[src/rtl/tmr_evgen.sv]
module tmr_evgen #(
  parameter int CW = 16,
  parameter int NCH = 4
) (
  input  logic              clk,
  input  logic              rst_n,
  input  logic              cmd_we,
  input  logic [15:0]       cmd_wdata,
  output logic [15:0]       cmd_rdata,
  input  logic              sts_we,
  input  logic [15:0]       sts_wdata,
  output logic [15:0]       sts_rdata,
  input  logic [7:0]        irq_en,
  input  logic [7:0]        dma_en,
  input  logic              cnt_en,
  input  logic              dir_down,
  input  logic              center,
  input  logic [CW-1:0]     arr,
  input  logic [CW-1:0]     psc,
  input  logic [NCH-1:0]    ch_in,
  input  logic              ccpc,
  input  logic [8:0]        pre_cfg,
  input  logic              moe_set,
  output logic [CW-1:0]     cnt,
  output logic [NCH*CW-1:0] ccr,
  output logic [8:0]        act_cfg,
  output logic              moe,
  output logic              irq,
  output logic [7:0]        dma_req
);
  localparam int OVB = 9;

  logic [7:0]     ev, ef;
  logic [NCH-1:0] ov;
  logic [CW-1:0]  pcnt;
  logic           cdn;

  assign ev        = cmd_we ? cmd_wdata[7:0] : 8'h00;
  assign cmd_rdata = '0;
  assign irq       = |(ef & irq_en);

  always_comb begin
    sts_rdata = '0;
    sts_rdata[7:0] = ef;
    sts_rdata[OVB +: NCH] = ov;
  end

  always_ff @(posedge clk or negedge rst_n) begin
    if (!rst_n) begin
      ef      <= '0;
      ov      <= '0;
      moe     <= 1'b0;
      act_cfg <= '0;
      dma_req <= '0;
    end else begin
      ef <= (sts_we ? (ef & sts_wdata[7:0]) : ef) | ev;
      ov <= (sts_we ? (ov & sts_wdata[OVB +: NCH]) : ov) | (ev[NCH:1] & ch_in & ef[NCH:1]);
      if (ev[7])        moe <= 1'b0;
      else if (moe_set) moe <= 1'b1;
      if (ev[5] && ccpc) act_cfg <= pre_cfg;
      dma_req <= ev & dma_en;
    end
  end

  always_ff @(posedge clk or negedge rst_n) begin
    if (!rst_n) begin
      cnt  <= '0;
      pcnt <= '0;
      cdn  <= 1'b0;
    end else if (ev[0]) begin
      pcnt <= '0;
      cdn  <= 1'b0;
      cnt  <= (dir_down && !center) ? arr : '0;
    end else if (cnt_en) begin
      if (pcnt < psc) begin
        pcnt <= pcnt + 1'b1;
      end else begin
        pcnt <= '0;
        if (center) begin
          if (!cdn) begin
            if (cnt >= arr) begin cnt <= cnt - 1'b1; cdn <= 1'b1; end
            else cnt <= cnt + 1'b1;
          end else begin
            if (cnt == '0) begin cnt <= cnt + 1'b1; cdn <= 1'b0; end
            else cnt <= cnt - 1'b1;
          end
        end else if (dir_down) begin
          cnt <= (cnt == '0) ? arr : cnt - 1'b1;
        end else begin
          cnt <= (cnt >= arr) ? '0 : cnt + 1'b1;
        end
      end
    end
  end

  for (genvar i = 0; i < NCH; i++) begin : g_cap
    always_ff @(posedge clk or negedge rst_n) begin
      if (!rst_n)                     ccr[i*CW +: CW] <= '0;
      else if (ev[i+1] && ch_in[i])   ccr[i*CW +: CW] <= cnt;
    end
  end
endmodule


[config.mk]
export PLATFORM = sky130hd
export DESIGN_NAME = tmr_evgen
export DESIGN_NICKNAME = d
export VERILOG_FILES = /design/src/rtl/tmr_evgen.sv
export SDC_FILE = /design/constraint.sdc
export NUM_CORES = 1
export LEC_CHECK = 0
export BUFFER_PORTS_ARGS = -buffer_cell sky130_fd_sc_hd__buf_2
export CAP_MARGIN = 30
export CELL_PAD_IN_SITES_DETAIL_PLACEMENT = 0
export CELL_PAD_IN_SITES_GLOBAL_PLACEMENT = 1
export CORE_UTILIZATION = 39
export DETAILED_ROUTE_END_ITERATION = 10
export PLACE_DENSITY_LB_ADDON = 0.1
export SLEW_MARGIN = 20
export SYNTH_ARGS = -nofsm -noshare
export SYNTH_HDL_FRONTEND = slang
export SYNTH_SLANG_ARGS = --single-unit
[constraint.sdc]
create_clock -name clk -period 3.4 [get_ports clk]
set_clock_uncertainty 0.15 [all_clocks]
set_input_delay 0.34 -clock clk [delete_from_list [all_inputs] [get_ports clk]]
set_output_delay 0.34 -clock clk [all_outputs]
set_load 0.005 [all_outputs]
==> Word-level counts from Yosys, hierarchy flattened <==
Index checks and enable logic that the tools add are counted.
{ "op_classes": {"add_sub_neg": 3, "order_cmp": 2, "eq_ne": 1, "n_mux": 26, "n_bitwise": 8, "n_reduce_logical": 14} }
{ "ops": {"columns": ["cell", "n"], "rows": [
  ["$mux 16", 14],
  ["$add 16x1->16 const B", 2],
  ["$and 8x8->8", 3],
  ["$ge 16x16->1", 1],
  ["$logic_not 16->1", 1],
  ["$lt 16x16->1", 1],
  ["$mux 8", 2],
  ["$sub 16x1->16 const B", 1],
  ["$and 4x4->4", 3],
  ["$mux 1", 9],
  ["$or 8x8->8", 1],
  ["$reduce_or 8->1", 1],
  ["$logic_and 1x1->1", 6],
  ["$reduce_bool 2->1", 3],
  ["$mux 4", 1],
  ["$or 4x4->4", 1],
  ["$reduce_and 3->1", 1],
  ["$ne 2x2->1 const B", 1],
  ["$reduce_and 2->1", 1],
  ["$logic_not 1->1", 1]
]} }
{ "totals": {"register_bits": 127, "input_bits": 102, "output_inout_bits": 131} }

==> Depth between registers and ports, before layout <==
{ "depth": {"word_depth": 7, "depth_mapped": 11} }

==> Least setup slack after synthesis <==
OpenSTA, ideal clock, no wires.
{ "synth_path": {"path_type": "reg-to-reg", "from": "register cnt[5]", "to": "register cnt[3]", "setup_ns": 0.137, "arrival_time_ns": 2.469, "required_time_ns": 3.113, "path_slack_ns": 0.644, "stages_incl_launch_ff": 11, "cell_sequence": "dfrtp_1 -> ha_1 -> nand3_1 -> or3_4 -> o311a_1 -> nand2_1 -> buf_6 -> mux2i_1 -> o21ai_1 -> a222oi_1 -> a21oi_1"} }
{ "synth_via": {"elab_chain_cells": 7, "elab_cells_between_ends": 12, "classes_between": "order compare: 1; mux: 10; reduce/logical: 1"} }
{ "synth_lines": {"columns": ["element", "line_no", "source"], "rows": [
  ["start: declaration", "24", "output logic [CW-1:0] cnt,"],
  ["start signal: assignment", "73", "cnt <= (dir_down && !center) ? arr : '0;"],
  ["start signal: assignment", "82", "else cnt <= cnt + 1'b1;"],
  ["start signal: assignment", "85", "else cnt <= cnt - 1'b1;"],
  ["$ge 16x16->1 or $logic_not 16->1 (tied branches)", null, null],
  ["$mux 16, on equally long branches", null, null],
  ["$mux 16, on equally long branches", "87, 80", null],
  ["$mux 16 *", "79", "if (center) begin"],
  ["$mux 16 *", "75", "if (pcnt < psc) begin"],
  ["$mux 16 *", "74", "end else if (cnt_en) begin"],
  ["$mux 16 *", "70", "end else if (ev[0]) begin"]
]} }
Every way passes the cells marked *; elsewhere a longest branch is shown, timed or not. The select of a mux whose other input is x is not followed.
A chain may end at the register's enable or synchronous reset.

==> Final worst setup path <==
{ "layout_path": {"from": "register cnt[0]", "to": "register cnt[12]"} }
{ "layout_via": {"elab_chain_cells": 7, "elab_cells_between_ends": 14, "classes_between": "add/sub: 2; order compare: 1; mux: 10; reduce/logical: 1"} }
{ "layout_lines": {"columns": ["element", "line_no"], "rows": [
  ["$add 16x1->16, or another cell as far along", "82, 84, 90"],
  ["$mux 16, on equally long branches", null],
  ["$mux 16, on equally long branches", "87, 80"],
  ["$mux 16 *", "79"],
  ["$mux 16 *", "75"],
  ["$mux 16 *", "74"],
  ["$mux 16 *", "70"]
]} }
Marks and branches as above.

==> results.json <==
{
  "status": "completed",
  "start_util_pct": 40.4,
  "synthXorXnorAreaFrac_pct": 4.15,
  "io_buffers": 200,
  "tns_ns": 0,
  "post_cts_buffers": 0,
  "synth_edf_count": 0,
  "dr.pass1.iters": 6,
  "io_pins": 233,
  "rsz0062_at_grt": "no",
  "critical_path.slowest_cell": "dfrtp_1",
  "antenna_cells_inserted": 0,
  "reg2reg_depth": 10,
  "post_cts_resized": 0,
  "core_um2": 18300,
  "synth_top_family_by_area": "simple AND/OR/NAND/NOR gates",
  "multi_input_area_um2": 3790,
  "synth_compound_area_share_pct": 14.6,
  "grt_pass1_wl_mm": 35.8,
  "setup_slack_ns": 0.292,
  "relSlewSlack_pct": 37.0,
  "synth_area_leaders": "dfrtp_1 43%, mux2_2 8.1%, ha_1 5.9%, o21ai_0 4.9%, nand2_1 4.0%",
  "cp_cell_sequence": "inv_1 > ha_1 > nand2b_1 > a2111oi_4 > o311a_1 > nand2_1 > buf_4 > o41ai_2 > o221ai_1 > nor3_1",
  "yosysUniqueCellTypes": 80,
  "fmax_ghz": 0.322,
  "synth_top_area_share_pct": 43.0,
  "track_usage_pct": 23.7,
  "cts_root_buffer": "clkbuf_16",
  "die_w_um": 140,
  "finalMaxSlewViolations": 0,
  "synth-seq-area-share_pct": 43.0,
  "hold_depth": 3,
  "seq_area_um2": 3180,
  "start_kind": "register",
  "clk_pin_slew_worst_paths_ns": 0.06,
  "grt_max_degree": 102,
  "num_rows": 49,
  "ir_worst_vdd_uv": 340,
  "gp_congestion": 0.899,
  "synth_simple_gate_area_share_pct": 16.4,
  "worstPathMaxFanout": 8,
  "postSynth.asyncResetShare_pct": 100,
  "syn_avg_cell_area_um2": 9.70,
  "insertion_delay_ns": 0.42,
  "synth_seq_cells": 127,
  "fin_crit_sh_pct": 91.4,
  "yosysWarnings": 0,
  "cp.required_ns": 3.58,
  "tritoncts": "done",
  "p_leak_uw": 0.00480,
  "synthMuxAreaShare_pct": 9.05,
  "fin_crit_ns": 3.11,
  "nets": 1126,
  "area_delta_synth_final_pct": 27.9,
  "synth_cells": 761,
  "overflow": 0,
  "ys.flop_type": "dfrtp_1",
  "slowest_delay_ns": 0.51,
  "setup_violations": 0,
  "vias_per_cell": 5.45,
  "wirelength_mm": 22.7,
  "clockBufferDepth": 2,
  "worst_pin_slew_ns": 0.942,
  "cts_inserted_buffers": 17,
  "place_ws_ns": 0.296,
  "n_fill_cell": 1741,
  "hold_violations": 0,
  "dp_hpwl_mm": 16.5,
  "antenna_found_initial": 0,
  "dieArea_um2": 19500,
  "synth_area_leader_cell": "dfrtp_1",
  "end_kind": "register",
  "syn_area_um2": 7380,
  "synthAdderAreaFrac_pct": 5.93,
  "drt_iter0_markers": 510,
  "crit_arrival_ns": 3.29,
  "worstSetupPathType": "reg2reg",
  "postRouteAntennaNets": 0,
  "clock_sinks": 127,
  "die_y_um": 140,
  "drive_above_1_share_pct": 33.9,
  "max-cap-violations": 0,
  "powerDensity_nw_per_um2": 606,
  "hp-class": "in2reg",
  "dr_total_vias": 6712,
  "cts_max_level": 4,
  "grt_pass1_vias": 6554,
  "drc_errors": 0,
  "drt-wirelength-per-cell_um": 18.4
}
==> routing by layer <==
layer / vias to the layer above / global-route usage (%) / wire [um] / share of wire [%]
li1: 3141 / - / - / -
met1: 3217 / 31.6 / 10200 / 45
met2: 313 / 38.3 / 10400 / 46
met3: 41 / 4.78 / 1660 / 7.3
met4: 0 / 7.81 / 427 / 1.9
met5: - / 0 / 0 / 0
==> report_power, final <==
part           leakage, uW  internal [uW]  switching (uW)
sequential         0.00161           1840             217
combinational      0.00290            844            1030
clock             0.000285           1090             709
total              0.00480           3770            1950
==> layout by cell type (no fill, tap or decap), types with 3 or more instances in the layout <==
master,n
mux2_2,53
a21o_1,3
ha_1,35
a211oi_1,6
o21ai_0,73
conb_1,20
xor2_1,21
and4_1,5
buf_4,34
nand2_1,78
nor3_1,16
a31oi_1,4
inv_1,42
o21ai_1,4
buf_2,199
o211ai_1,8
nand2b_1,6
o31ai_1,6
clkbuf_16,17
o22ai_1,3
nor4_1,4
mux2i_1,6
a22oi_1,4
nand3b_1,3
nand3_1,31
nand4_1,11
a21oi_1,22
clkinv_4,5
dlygate4sd3_1,17
clkinv_2,3
nor2_1,37
nor2b_1,3
dfrtp_1,127
and2_1,3
and3_1,16
xnor2_1,14
o21a_1,3
==> cell type report <==
cell class	instances	area share [%]
multi-input combinational	548	40.1
tap	229	3.03
timing repair buffer	251	15.3
clock inverter	15	1.72
inverter	44	1.75
sequential	127	33.6
clock buffer	17	4.50
==> state kept, by name, summed over array words and instances (netlist names) <==
signal,flops
cnt,16
ov,4
act_cfg,9
ef,8
moe,1
pcnt,16
ccr,64
dma_req,8
cdn,1
==> Yosys cell counts (all sizes together) (18+ instances only) <==
cell and count:
a21oi 23, buf 31, clkbuf 30, dfrtp 127, ha 35, inv 43
mux2 54, nand2 79, nand3 32, nor2 39, nor3 18, o21ai 77
xor2 21
==> critical path: cells and delay by family (launching register included) <==
family	cells	cell delay, ns
AND/OR/NAND/NOR	3	0.60
buffers and inverters	2	0.35
flip-flops	1	0.51
AO/OA/AOI/OAI	4	1.15
adder cells (fa/ha/maj)	1	0.27
==> path summary, 6_finish.rpt <==
kind                            slack [ns]      end          from
min in group asynchronous             0.26  ccr[55]         rst_n
worst max-delay path                  0.29  cnt[12]        cnt[0]
max in group asynchronous             1.96  ccr[61]         rst_n
worst max register to register        0.29  cnt[12]        cnt[0]
worst min-delay path                  0.01    ef[4]  cmd_wdata[4]
worst min register to register        0.32  ccr[50]       ccr[50]
==> repair_timing <==
action / CTS / global route
hold buffers: 17 / 0
endpoints found under the setup margin: 0 / 0
hold endpoints to repair: 40 / 0
==> logic make-up after synthesis <==
group / count (synthesis)
compound gates: 166
xor+xnor: 35
fa+ha+maj: 35
buf+inv: 105
flops: 127
mux: 60
other cells: 1
simple gates: 232
==> per-stage QoR <==
stage                     hold WS [ns]  total power (uW)  area [um^2]  util (%)  cells
after detailed placement         0.155              3920         8690      47.6   1182
after floorplan                 -0.106              3120         7460         -    780
after global placement           0.144              3870         8690      47.6   1182
after CTS                      0.00182              5760         9450      51.7   1231
final                           0.0132              5730         9450      51.7   1231
after global routing           0.00190              6060         9450      51.7   1231
Note: power is estimated with default switching activity, not from simulation.
